==> src/rtl/fg_pkg.sv <==
package fg_pkg;
  typedef enum logic {
    FG_IDLE = 1'b0,
    FG_FILL = 1'b1
  } fg_state_e;
endpackage

==> src/rtl/fg_edge_detect.sv <==
module fg_edge_detect (
  input  logic clk,
  input  logic rst_n,
  input  logic level_i,
  output logic rise_o
);
  logic prev_q;

  // Reset to 1 so that a line already high at reset release is not taken as an edge.
  always_ff @(posedge clk) begin
    if (!rst_n) prev_q <= 1'b1;
    else        prev_q <= level_i;
  end

  assign rise_o = level_i & ~prev_q;
endmodule

==> src/rtl/fg_frame_ctrl.sv <==
module fg_frame_ctrl
  import fg_pkg::*;
#(
  parameter int LEN = 1024,
  parameter int IW  = $clog2(LEN)
) (
  input  logic          clk,
  input  logic          rst_n,
  input  logic          open_req,
  input  logic          beat_ok,
  output logic          active,
  output logic [IW-1:0] index,
  output logic          first,
  output logic          last,
  output logic          done
);
  localparam logic [IW-1:0] LastIdx = IW'(LEN - 1);

  fg_state_e     state_q;
  logic [IW-1:0] cnt_q;
  logic          fire;
  logic          done_q;

  assign active = (state_q == FG_FILL);
  assign fire   = active & beat_ok;
  assign index  = cnt_q;
  assign first  = active & (cnt_q == '0);
  assign last   = active & (cnt_q == LastIdx);
  assign done   = done_q;

  always_ff @(posedge clk) begin
    if (!rst_n) begin
      state_q <= FG_IDLE;
      cnt_q   <= '0;
      done_q  <= 1'b0;
    end else begin
      done_q <= fire & last;
      unique case (state_q)
        FG_IDLE: begin
          cnt_q <= '0;
          if (open_req) state_q <= FG_FILL;
        end
        FG_FILL: begin
          // Start edges are not looked at in this state: an open frame always runs to LEN.
          if (fire) begin
            if (last) begin
              state_q <= FG_IDLE;
              cnt_q   <= '0;
            end else begin
              cnt_q <= cnt_q + 1'b1;
            end
          end
        end
        default: state_q <= FG_IDLE;
      endcase
    end
  end
endmodule

==> src/rtl/fg_sample_mux.sv <==
module fg_sample_mux #(
  parameter int DW = 16
) (
  input  logic          active,
  input  logic          in_valid,
  input  logic [DW-1:0] in_data,
  input  logic          out_ready,
  output logic          in_ready,
  output logic [DW-1:0] out_data
);
  // A missing detector sample turns into a zero beat, which pads short bursts.
  assign out_data = in_valid ? in_data : '0;
  assign in_ready = active & out_ready;
endmodule

==> src/rtl/fft_frame_gate.sv <==
module fft_frame_gate #(
  parameter int LEN = 1024,
  parameter int DW  = 16,
  parameter int IW  = $clog2(LEN)
) (
  input  logic          clk,
  input  logic          rst_n,
  input  logic          det_start,
  input  logic          in_valid,
  input  logic [DW-1:0] in_data,
  output logic          in_ready,
  output logic          out_valid,
  input  logic          out_ready,
  output logic [DW-1:0] out_data,
  output logic [IW-1:0] out_index,
  output logic          out_first,
  output logic          out_last,
  output logic          frame_done
);
  generate
    if (LEN < 8 || LEN > 65536 || (LEN & (LEN - 1)) != 0) begin : g_bad_len
      $error("LEN must be a power of two from 8 to 65536");
    end
  endgenerate

  logic rise;
  logic active;

  fg_edge_detect u_edge (
    .clk     (clk),
    .rst_n   (rst_n),
    .level_i (det_start),
    .rise_o  (rise)
  );

  fg_frame_ctrl #(.LEN(LEN), .IW(IW)) u_ctrl (
    .clk      (clk),
    .rst_n    (rst_n),
    .open_req (rise),
    .beat_ok  (out_ready),
    .active   (active),
    .index    (out_index),
    .first    (out_first),
    .last     (out_last),
    .done     (frame_done)
  );

  fg_sample_mux #(.DW(DW)) u_mux (
    .active    (active),
    .in_valid  (in_valid),
    .in_data   (in_data),
    .out_ready (out_ready),
    .in_ready  (in_ready),
    .out_data  (out_data)
  );

  assign out_valid = active;
endmodule

==> config.mk <==
export PLATFORM = sky130hd
export DESIGN_NAME = fft_frame_gate
export DESIGN_NICKNAME = d
export VERILOG_FILES = /design/src/rtl/fg_pkg.sv /design/src/rtl/fg_edge_detect.sv /design/src/rtl/fg_frame_ctrl.sv /design/src/rtl/fg_sample_mux.sv /design/src/rtl/fft_frame_gate.sv
export SDC_FILE = /design/constraint.sdc
export NUM_CORES = 1
export LEC_CHECK = 0
export BUFFER_PORTS_ARGS = -buffer_cell sky130_fd_sc_hd__clkbuf_2
export CAP_MARGIN = 20
export CELL_PAD_IN_SITES_DETAIL_PLACEMENT = 1
export CELL_PAD_IN_SITES_GLOBAL_PLACEMENT = 1
export CORE_UTILIZATION = 29
export CTS_CLUSTER_DIAMETER = 30
export DETAILED_ROUTE_END_ITERATION = 8
export PLACE_DENSITY = 0.8
export SLEW_MARGIN = 20
export SYNTH_ARGS = -nofsm -noshare
export SYNTH_HDL_FRONTEND = slang
export SYNTH_SLANG_ARGS = --single-unit
==> constraint.sdc <==
create_clock -name clk -period 4.3 [get_ports clk]
set_clock_uncertainty 0.05 [all_clocks]
set_input_delay 0.86 -clock clk [delete_from_list [all_inputs] [get_ports clk]]
set_output_delay 0.86 -clock clk [all_outputs]
set_load 0.02 [all_outputs]
==> run metrics <==
area leader, netlist dfxtp_1; Root Driver clkbuf_4; worst-case clock buffer depth 2; DIE AREA 0.00281 mm2; nets 161; TritonCTS clock tree done; clk sinks 13; most common cell after layout, fill and taps aside clkbuf_2; Crit Path Max Fanout 7; vias in the first global route 719; overall routing resource usage 17.9%; core area 0.00245 mm2; Post-synth top flop dfxtp_1; CP required 3.39 ns; Buffers on Ports 51; Slowest-stage cell, CP dfxtp_1; WHS 0.500 ns; max-slew violation count 0; drt first-iter violations 9; share of layout cells above drive strength 1 43.8%; mean post-synth cell area 8.86 um2; largest net degree at the start of global routing 17; arrival time worst endpoint between 1.5 and 2 ns; clk_lat worst skew 0.27 ns; sequential fraction of the synthesis area 34.6%; P_leak 0.000520 uW; Final Critical Period 2.49 ns; grt ovf 0; initial antenna violation count 0; synth top area cells dfxtp_1 35%, and2_1 15%, xor2_1 4.7%; post-DP HPWL between 1.5 and 2 mm; FP Rows 18; CTS Buf Count 3; first-pass GRT wire length approximately 3.5 mm; wire per inst 13.4 um; I/O Pins 52; Hold/Removal Path Class reg -> reg; commonest non-fill, non-tap cells in the layout 51 x clkbuf_2, 18 x and2_1, 13 x dfxtp_1; Vias 819; status complete, no violations; fin worst setup slack 1.81 ns; Final Hold Viols 0; EDFF count, synth 0; Post-CTS Setup Bufs 0; initial core utilization between 30% and 40%; power consumption 241 uW; crit-path cells and3_1 > and3_2 > clkbuf_2; power per cell area 229 mW/mm2; Post-Place Worst Slack about 2.0 ns; type of origin of the critical path flip-flop; Setup TNS Final 0 ns; Peak supply drop roughly 170 uV; Synth top area share 34.6%; CP max stage delay 0.44 ns; Synth Net Count 108; Final Util 42.9%; fmax about 400 MHz; Diodes inserted 0; Via-to-Cell Ratio 4.90; H-tree Lvls 1; RSZ-0062 raised after global routing false; Syn Std Cell Area 753 um2; Critical Path Sink Type output pin; area grow syn2layout 39.7%; critical path class reg -> out; GPL Wtd Cong 0.706; Tcrit/Tclk final 57.9%; Post-CTS Hold Buffers 0; Worst-path clk slew around 0.080 ns; DR DRC count 0; ys async rst share 0%; final setup vio count 0; Mapped Cells 85; PostCTS Resize Cnt 0; Max-Cap Viols 0; Die H about 53 um; WL final 2.24 mm; Netlist cell types 30; FF+latch count, synth 13; Slew HR 75.0%; Least-Margin Pin Slew 0.374 ns; iteration count of the initial detailed-routing pass 4; antenna viol nets, final 0; die width 53.0 um; YS warnings 0
==> through the flow <==
stage | area, um2 | instances
floorplan | 753 | 85
global placement | 1030 | 163
detailed placement | 1030 | 163
CTS | 1050 | 167
global route | 1050 | 167
finish | 1050 | 167
==> synthesized netlist by cell type (2+ instances only) <==
| library cell | n |
|---|---|
| nand2_1 | 4 |
| xor2_1 | 4 |
| nor2_1 | 6 |
| or3_1 | 2 |
| dfxtp_1 | 13 |
| inv_1 | 3 |
| and2_1 | 18 |
| ha_1 | 2 |
| nor4_1 | 2 |
| a21oi_1 | 3 |
| nand4_1 | 3 |
| and4_1 | 2 |
| and3_1 | 3 |
| o21ai_0 | 3 |
| nand3_1 | 2 |
==> final cells by class <==
type	count	area, um2
Tap cell	30	37.5
Timing Repair Buffer	51	255
Multi-Input combinational cell	66	462
Fill cell	313	1400
Clock buffer	4	26.3
Inverter	3	11.3
Sequential cell	13	260
==> power breakdown <==
group	leakage, uW	internal (uW)	switching [uW]
Sequential	0.000105	121	1.23
Combinational	0.000400	17.8	24.5
Clock	0.0000150	36.0	39.6
==> metal layers <==
metal / wire length [um] / GRT usage (%) / vias up
met3: 127 / 6.03 / 2
li1: - / - / 403
met1: 926 / 20.8 / 386
met4: 8 / 5.26 / 0
met5: 0 / 0 / -
met2: 1180 / 30.8 / 28
==> sequential cells by signal (all words and copies together) (netlist names) <==
name and count:
u_edge.prev_q 1, u_ctrl.index 10, u_ctrl.active 1, u_ctrl.done 1
==> cell families (layout without fill, tap and decap cells) <==
family	count (synthesis)	after routing	share of synthesized area (%)
xor gates and xnor gates	5	5	5.81
muxes	1	1	1.49
adders and majority gates	2	2	3.32
DFF	13	13	34.6
and+or+nand+nor	47	47	38.9
AOI/OAI and AO/OA	11	11	11.8
buffers and inverters	6	58	4.15
==> worst max-delay path: cells and delay by family, from the launching register on <==
kind | cells | cell delay (ns)
AND/OR/NAND/NOR | 2 | 0.69
flip-flops | 1 | 0.44
buffers and inverters | 1 | 0.17
==> path summary, 6_finish.rpt <==
| check | slack (ns) | depth (start not counted) | end | from |
|---|---|---|---|---|
| setup reg to reg | 2.62 | 4 | u_ctrl.index[5] | u_ctrl.index[3] |
| setup / recovery | 1.81 | 3 | out_last | u_ctrl.index[3] |
| hold reg to reg | 0.50 | 2 | u_ctrl.index[9] | u_ctrl.index[9] |
| hold / removal | 0.50 | 2 | u_ctrl.index[9] | u_ctrl.index[9] |
No activity file was read; power rests on OpenSTA's default activity.
